--- src/rtl/gs_blank_pkg.sv ---
package gs_blank_pkg;

    typedef enum logic [2:0] {
        ST_OFF   = 3'd0,
        ST_RUN   = 3'd1,
        ST_GUARD = 3'd2,
        ST_BLANK = 3'd3,
        ST_SHIFT = 3'd4
    } seq_state_e;

endpackage

--- src/rtl/gs_step_timer.sv ---
// Grayscale clock divider and period counter. Runs only while run_i is 1;
// otherwise everything is cleared and the clock output rests low.
module gs_step_timer #(
    parameter int GS_STEPS  = 4096,
    parameter int HALF_DIV  = 4,
    parameter int WIN_STEPS = 2730
) (
    input  logic clk,
    input  logic rst_n,
    input  logic run_i,
    output logic gsclk_o,
    output logic cycle_end_o,
    output logic win_end_o
);

    localparam int DIV_W  = (HALF_DIV > 1) ? $clog2(HALF_DIV) : 1;
    localparam int STEP_W = (GS_STEPS > 1) ? $clog2(GS_STEPS) : 1;
    localparam logic [DIV_W-1:0]  DIV_LAST  = DIV_W'(HALF_DIV - 1);
    localparam logic [STEP_W-1:0] STEP_LAST = STEP_W'(GS_STEPS - 1);
    localparam logic [STEP_W-1:0] WIN_LAST  = STEP_W'(WIN_STEPS - 1);

    typedef struct packed {
        logic [DIV_W-1:0]  div;
        logic [STEP_W-1:0] step;
        logic              gclk;
    } tmr_t;

    tmr_t r_d, r_q;
    logic fall_edge;

    // Decoded from registered state only, so the caller may use these to
    // decide run_i without forming a loop.
    assign fall_edge   = r_q.gclk && (r_q.div == DIV_LAST);
    assign cycle_end_o = fall_edge && (r_q.step == STEP_LAST);
    assign win_end_o   = fall_edge && (r_q.step == WIN_LAST);
    assign gsclk_o     = r_q.gclk;

    always_comb begin
        r_d = r_q;
        if (!run_i) begin
            r_d = '0;
        end else if (r_q.div == DIV_LAST) begin
            r_d.div  = '0;
            r_d.gclk = ~r_q.gclk;
            if (r_q.gclk) begin
                r_d.step = r_q.step + 1'b1;
            end
        end else begin
            r_d.div = r_q.div + 1'b1;
        end
    end

    always_ff @(posedge clk or negedge rst_n) begin
        if (!rst_n) begin
            r_q <= '0;
        end else begin
            r_q <= r_d;
        end
    end

endmodule

--- src/rtl/gs_latch_flag.sv ---
// Remembers that a frame shift completed and has not yet been latched.
module gs_latch_flag (
    input  logic clk,
    input  logic rst_n,
    input  logic done_i,
    input  logic take_i,
    output logic pending_o
);

    logic pend_d, pend_q;

    // A strobe in the same clock as a take is consumed by that take.
    always_comb begin
        if (take_i) begin
            pend_d = 1'b0;
        end else begin
            pend_d = pend_q | done_i;
        end
    end

    always_ff @(posedge clk or negedge rst_n) begin
        if (!rst_n) begin
            pend_q <= 1'b0;
        end else begin
            pend_q <= pend_d;
        end
    end

    assign pending_o = pend_q;

endmodule

--- src/rtl/gs_blank_seq.sv ---
module gs_blank_seq #(
    parameter int GS_STEPS   = 4096,
    parameter int HALF_DIV   = 4,
    parameter int GUARD_CLKS = 1,
    parameter int BLANK_LEN  = 8,
    parameter int XLAT_LEN   = 2
) (
    input  logic clk,
    input  logic rst_n,
    input  logic en_i,
    input  logic done_i,
    input  logic shift_in_blank_i,
    output logic gsclk_o,
    output logic blank_o,
    output logic xlat_o,
    output logic cts_o
);
    import gs_blank_pkg::*;

    // The window closes two thirds of the way through the cycle.
    localparam int WIN_STEPS = (GS_STEPS * 2) / 3;
    localparam int PH_MAX    = (BLANK_LEN > GUARD_CLKS) ? BLANK_LEN : GUARD_CLKS;
    localparam int PH_W      = $clog2(PH_MAX + 1);
    localparam logic [PH_W-1:0] GUARD_LAST = PH_W'(GUARD_CLKS - 1);
    localparam logic [PH_W-1:0] BLANK_LAST = PH_W'(BLANK_LEN - 1);
    localparam logic [PH_W-1:0] XL_FIRST   = PH_W'(1);
    localparam logic [PH_W-1:0] XL_LAST    = PH_W'(XLAT_LEN);

    typedef struct packed {
        seq_state_e      state;
        logic [PH_W-1:0] cnt;
        logic            go;
        logic            shift_mode;
        logic            blank;
        logic            xlat;
        logic            cts;
    } seq_t;

    seq_t s_d, s_q;
    logic take;
    logic open_blank;
    logic pending;
    logic tmr_run;
    logic cycle_end;
    logic win_end;

    // The timer counts only while the sequencer stays in the run state, so
    // any exit parks the grayscale clock low on that same edge.
    assign tmr_run = (s_q.state == ST_RUN) && (s_d.state == ST_RUN);

    gs_step_timer #(
        .GS_STEPS  (GS_STEPS),
        .HALF_DIV  (HALF_DIV),
        .WIN_STEPS (WIN_STEPS)
    ) u_timer (
        .clk         (clk),
        .rst_n       (rst_n),
        .run_i       (tmr_run),
        .gsclk_o     (gsclk_o),
        .cycle_end_o (cycle_end),
        .win_end_o   (win_end)
    );

    gs_latch_flag u_pend (
        .clk       (clk),
        .rst_n     (rst_n),
        .done_i    (done_i),
        .take_i    (take),
        .pending_o (pending)
    );

    always_comb begin
        s_d        = s_q;
        take       = 1'b0;
        open_blank = 1'b0;

        case (s_q.state)
            ST_OFF: begin
                s_d.blank = 1'b1;
                s_d.cts   = 1'b0;
                if (en_i) begin
                    open_blank = 1'b1;
                end
            end
            ST_RUN: begin
                if (win_end) begin
                    s_d.cts = 1'b0;
                end
                if (!en_i || cycle_end) begin
                    s_d.state = ST_GUARD;
                    s_d.cnt   = '0;
                end
            end
            ST_GUARD: begin
                if (s_q.cnt == GUARD_LAST) begin
                    if (en_i) begin
                        open_blank = 1'b1;
                    end else begin
                        s_d.state = ST_OFF;
                        s_d.blank = 1'b1;
                    end
                end else begin
                    s_d.cnt = s_q.cnt + 1'b1;
                end
            end
            ST_SHIFT: begin
                if (!en_i) begin
                    s_d.state = ST_OFF;
                end else if (done_i) begin
                    s_d.state = ST_BLANK;
                    s_d.cnt   = '0;
                    s_d.go    = 1'b1;
                    take      = 1'b1;
                end
            end
            ST_BLANK: begin
                if (s_q.cnt == BLANK_LAST) begin
                    if (en_i) begin
                        s_d.state = ST_RUN;
                        s_d.blank = 1'b0;
                        s_d.cts   = ~s_q.shift_mode;
                        s_d.cnt   = '0;
                    end else begin
                        s_d.state = ST_OFF;
                    end
                end else begin
                    s_d.cnt = s_q.cnt + 1'b1;
                end
            end
            default: begin
                s_d.state = ST_OFF;
                s_d.blank = 1'b1;
            end
        endcase

        // Start of a blanking interval: the mode is sampled here.
        if (open_blank) begin
            s_d.blank      = 1'b1;
            s_d.shift_mode = shift_in_blank_i;
            s_d.cnt        = '0;
            if (shift_in_blank_i) begin
                s_d.state = ST_SHIFT;
                s_d.cts   = 1'b1;
                s_d.go    = 1'b0;
            end else begin
                s_d.state = ST_BLANK;
                s_d.go    = pending | done_i;
                take      = 1'b1;
            end
        end

        // A finished shift or a disable closes the window at once.
        if (done_i || !en_i) begin
            s_d.cts = 1'b0;
        end

        s_d.xlat = (s_d.state == ST_BLANK) && s_d.go &&
                   (s_d.cnt >= XL_FIRST) && (s_d.cnt <= XL_LAST);
    end

    always_ff @(posedge clk or negedge rst_n) begin
        if (!rst_n) begin
            s_q            <= '0;
            s_q.state      <= ST_OFF;
            s_q.blank      <= 1'b1;
        end else begin
            s_q <= s_d;
        end
    end

    assign blank_o = s_q.blank;
    assign xlat_o  = s_q.xlat;
    assign cts_o   = s_q.cts;

endmodule

--- config.mk ---
export PLATFORM = sky130hd
export DESIGN_NAME = gs_blank_seq
export DESIGN_NICKNAME = d
export VERILOG_FILES = /design/src/rtl/gs_blank_pkg.sv /design/src/rtl/gs_step_timer.sv /design/src/rtl/gs_latch_flag.sv /design/src/rtl/gs_blank_seq.sv
export SDC_FILE = /design/constraint.sdc
export NUM_CORES = 1
export LEC_CHECK = 0
export CAP_MARGIN = 20
export CORE_MARGIN = 4
export CORE_UTILIZATION = 48
export CTS_CLUSTER_DIAMETER = 50
export DETAILED_ROUTE_END_ITERATION = 10
export PLACE_DENSITY = 0.66
export SLEW_MARGIN = 10
export SYNTH_ARGS = -nofsm -noshare
export SYNTH_HDL_FRONTEND = slang
export SYNTH_SLANG_ARGS = --single-unit
--- constraint.sdc ---
create_clock -name clk -period 2.75 [get_ports clk]
set_input_delay 0.55 -clock clk [delete_from_list [all_inputs] [get_ports clk]]
set_output_delay 0.55 -clock clk [all_outputs]
set_load 0.005 [all_outputs]
# Yosys cells after proc, flatten, opt, wreduce, memory -nomap -nowiden
# Index checks and enable logic that the tools add are counted.
# totals
latch_bits	0
inputBits	5
register_bits	28
ram_bits	0
mem_bits_ro	0
out_inout_bits	4
n_memories	0
wordCells	93
# op_classes
div_mod_pow	0
add_sub_neg	3
n_lt_le_gt_ge	2
multipliers	0
eq_ne	17
n_mux	42
n_bitwise	3
n_reduce_logical	15
n_shift	0
# op_table
operator	n
$eq 12x12->1 const B	2
$mux 1	21
$pmux 4 s4	1
$mux 15	1
$mux 3	5
$pmux 3 s5	1
$mux 13	1
$add 12x1->12 const B	1
$mux 12	1
$mux 4	3
$ne 3x3->1 const B	4
$mux 10	1
$eq 3x2->1 const B	3
$mux 8	1
$logic_and 1x1->1	7
$mux 7	1
$eq 3x1->1 const B	2
$pmux 1 s3	2
$mux 5	1
$reduce_and 5->1	1
$add 4x1->4 const B	1
$eq 4x3->1 const B	1
$ge 4x1->1 const B	1
$le 4x2->1 const B	1
15 further kinds	18

# Depth between registers and ports, before layout
# logic_depth
depth_word	11
depth_mapped	8

# Hierarchy
# A second synthesis with hierarchy kept.
# hier_totals
hier_cells	192
hier_area_um2	1750.4
# modules_own_cells
module	n_inst	cells_each	area_each_um2	seq_area_each_um2
gs_blank_seq	1	106	868.3	301.5
gs_step_timer	1	84	847.1	375.4
gs_latch_flag	1	2	35.0	25.0

# Least setup slack after synthesis
# Ideal clock, no wire load.
# synth_timing
path_kind	flip-flop to flip-flop
from	reg u_timer.r_q[13] (netlist bit)
to	reg s_q (netlist bit xlat_o)
setup_ps	96
period_less_slack_ps	2201
n_path_buf	2
stages_incl_launch_ff	9
slack_ps	549
arrival_ps	2105
cell_sequence	dfrtp_1 -> ha_1 -> buf_6 -> nand3_4 -> or3_1 -> buf_2 -> o311a_4 -> a211o_1 -> nor4_2
# synth_rtl
element	line_no	text
start: declaration	gs_step_timer.sv:28	tmr_t r_d, r_q;
start signal: assignment	gs_step_timer.sv:57	r_q <= r_d;
end: declaration	gs_blank_seq.sv:39	seq_t s_d, s_q;

==> metrics <==
status=finished, final reports clean; number of placed I/O pins=9; hold wc startpoint=u_timer.r_q[13]; register bit count reported by yosys=28; nature of the critical path endpoint=flop; r2r startpoint=u_timer.r_q[13]; transition time at the pin with the least slew margin=0.734 ns; length of the first detailed-routing pass in iterations=4; total nets after synthesis=193; time the final worst path needs with I/O delays and setup=2.48 ns; top_reg_cell synth=sky130_fd_sc_hd__dfrtp_1; Worst setup SP type=flop; Core Rows=21; total negative slack for setup checks=0 ns; total routing usage reported by global routing=17.7%; cells resized by post-CTS repair=0; maximum clock skew at final layout=0.00765 ns; instance count of the mapped netlist=183; Post-synth ARST share=100%; overflow left after global routing=0; number of failing hold endpoints at the final stage=0; highest clock frequency the design can meet=404 MHz; ratio of total power to cell area=703 nW/um2; # Post-CTS Setup Buffers=0; area of the die=4560 um2; minimum setup slack among reg-to-reg paths=0.27 ns; clock tree root driver cell=sky130_fd_sc_hd__clkbuf_4; leakage power=0.726 nW; Syn Area/Cell=9.28 um2; final critical-path share of the clock period=90.1%; die span in x=67.5 um; path category of the worst min-delay check=flop to flop; clock network latency to the later pin of the worst-skew pair=0.33 ns; RSZ-0062 raised after global routing=no; Unique masters post-synth=48; cell taking the most area after synthesis=sky130_fd_sc_hd__dfrtp_1; maximum number of pins on one net before global-route repair=29; CTS tree=built; most frequent cells in the layout=sky130_fd_sc_hd__dfrtp_1, sky130_fd_sc_hd__nor2_1, sky130_fd_sc_hd__nand2_1, sky130_fd_sc_hd__nor3_1, sky130_fd_sc_hd__a21oi_1; Synth top area share=39.8%; # port buffers=8; max-capacitance violation count=0; netlist area before placement=1700 um2; via count of the first global-routing pass=1,322; worst setup slack before clock tree synthesis=0.102 ns; start point of the critical path=u_timer.r_q[13]; global-route wire length before repair=6130 um; worst rel slew slack=51.0%; DP Cell Count=234; final instance count without filler cells=238; kind of critical path=flop to flop; max-slew violation total from the final report=0; number of H-tree levels=1; remaining design rule violation count=0; worst r2r dst=xlat_o; DP Wirelength=2530 um; initial core utilization=50.1%; final count of negative-setup-slack endpoints=0; number of hold buffers added after CTS=0; final layout net count=203; average wire length per cell after detail routing=14.8 um; Ant. Diodes=0; worst voltage drop across the vdd grid=0.361 mV; total length of routed wires=3520 um; clock buffer depth=2; Clock transition at path regs=0.16 ns; most common library cell in the layout ignoring fill and taps=sky130_fd_sc_hd__dfrtp_1; length in cells of the worst reg-to-reg path=6; share of layout cells above drive strength 1=9.38%; area delta synth->final=9.87%; setup slack after layout=0.273 ns; destination of the critical timing path=xlat_o; number of synthesis warnings=0; area inside the core boundary=3390 um2; via-per-instance ratio=5.85; data arrival time of the critical path=2.74 ns; global placer's final weighted congestion=0.846; required time at the endpoint of the critical path=3.01 ns; number of nets with antenna violations after detailed routing=0; CP max FO=8; ranking of synthesized cells by area=sky130_fd_sc_hd__dfrtp_1, sky130_fd_sc_hd__nor2_1, sky130_fd_sc_hd__xnor2_1, sky130_fd_sc_hd__ha_1, sky130_fd_sc_hd__nor3_1; Seq/Total Area, Yosys=41.3%; TritonCTS buffer count=3; number of enable-type register cells in the synthesized netlist=0; vias after detailed routing=1,393; antenna violations before repair=0; Detailed Route Iter0 Violations=98; total clock sinks=28; overall die height=67.5 um
-- metrics by stage --
stage          cell area [um2]  power [W]  hold slack (ns)  util, %
2_1_floorplan             1700   0.000943            0.254        -
3_3_place_gp              1830    0.00108            0.425     54.0
3_5_place_dp              1830    0.00110            0.451     54.0
4_1_cts                   1870    0.00131            0.471     55.1
5_1_grt                   1870    0.00140            0.496     55.1
6_report                  1870    0.00131            0.476     55.1
-- Yosys cell counts (2+ instances only) --
library cell,n
sky130_fd_sc_hd__dfrtp_1,27
sky130_fd_sc_hd__nor2_1,20
sky130_fd_sc_hd__nand2_1,11
sky130_fd_sc_hd__nor3_1,11
sky130_fd_sc_hd__a21oi_1,10
sky130_fd_sc_hd__inv_1,8
sky130_fd_sc_hd__o21ai_0,8
sky130_fd_sc_hd__xnor2_1,8
sky130_fd_sc_hd__nand3_1,6
sky130_fd_sc_hd__xor2_1,6
sky130_fd_sc_hd__clkbuf_1,5
sky130_fd_sc_hd__ha_1,5
sky130_fd_sc_hd__nor2b_1,4
sky130_fd_sc_hd__nor3b_1,4
sky130_fd_sc_hd__nand2b_1,3
sky130_fd_sc_hd__nand4_1,3
sky130_fd_sc_hd__nor4_1,3
sky130_fd_sc_hd__a211o_1,2
sky130_fd_sc_hd__a31oi_1,2
sky130_fd_sc_hd__a32oi_1,2
sky130_fd_sc_hd__and3_1,2
sky130_fd_sc_hd__buf_2,2
sky130_fd_sc_hd__buf_6,2
sky130_fd_sc_hd__nand4b_1,2
sky130_fd_sc_hd__nor4bb_1,2
sky130_fd_sc_hd__or3_1,2
sky130_fd_sc_hd__or4_1,2
-- logic make-up (layout without fill, tap and decap cells) --
| logic type | after synthesis | in the layout | share of synthesized area [%] |
|---|---|---|---|
| multiplexers | 1 | 1 | 0.663 |
| AO/OA/AOI/OAI | 34 | 34 | 14.0 |
| buffers and inverters | 17 | 26 | 4.79 |
| XOR/XNOR | 14 | 14 | 7.22 |
| AND/OR/NAND/NOR | 84 | 84 | 28.4 |
| flip-flops | 28 | 28 | 41.3 |
| adder cells (fa/ha/maj) | 5 | 5 | 3.68 |
-- worst max-delay path, stage by stage (launching register included) --
cell and delay, ns:
sky130_fd_sc_hd__dfrtp_1 0.40, sky130_fd_sc_hd__ha_1 0.36, sky130_fd_sc_hd__nand3_4 0.14, sky130_fd_sc_hd__or3_1 0.50
sky130_fd_sc_hd__o311a_4 0.44, sky130_fd_sc_hd__a211o_1 0.32, sky130_fd_sc_hd__nor4_2 0.26
-- routing by layer --
| metal | routed length [um] | vias to the layer above | GRT usage (%) |
|---|---|---|---|
| li1 | - | 673 | - |
| met1 | 1720 | 687 | 24.8 |
| met2 | 1640 | 31 | 27.2 |
| met3 | 124 | 2 | 3.00 |
| met4 | 28 | 0 | 6.58 |
| met5 | 0 | - | 0 |
-- area by class of cell --
type                            instances  area (um2)
Clock buffer                            4        36.3
Timing Repair Buffer                   14         125
Multi-Input combinational cell        138         916
Sequential cell                        28         702
Inverter                                8        30.0
Fill cell                             313        1520
Tap cell                               46        57.6
-- flip-flops by register name, indices dropped and copies added (netlist names) --
name / flops
xlat_o: 1
blank_o: 1
s_q: 9
u_timer.r_q: 14
u_timer.gsclk_o: 1
cts_o: 1
u_pend.pending_o: 1
-- report_power, final --
group	switching [W]	internal, W
registers	0.0000948	0.000477
logic	0.000283	0.000249
clock network	0.000128	0.0000811
-- how the worst min path moves through the flow --
stage                            endpoint  slack (ns)  depth (start not counted)
after CTS                 u_timer.r_q[13]        0.47                          1
after global placement    u_timer.r_q[13]        0.42                          1
final                     u_timer.r_q[13]        0.48                          1
after floorplan                     cts_o        0.25                          0
after detailed placement  u_timer.r_q[13]        0.45                          1
after global routing      u_timer.r_q[13]        0.50                          1
Power figures use the tool's default switching activity.
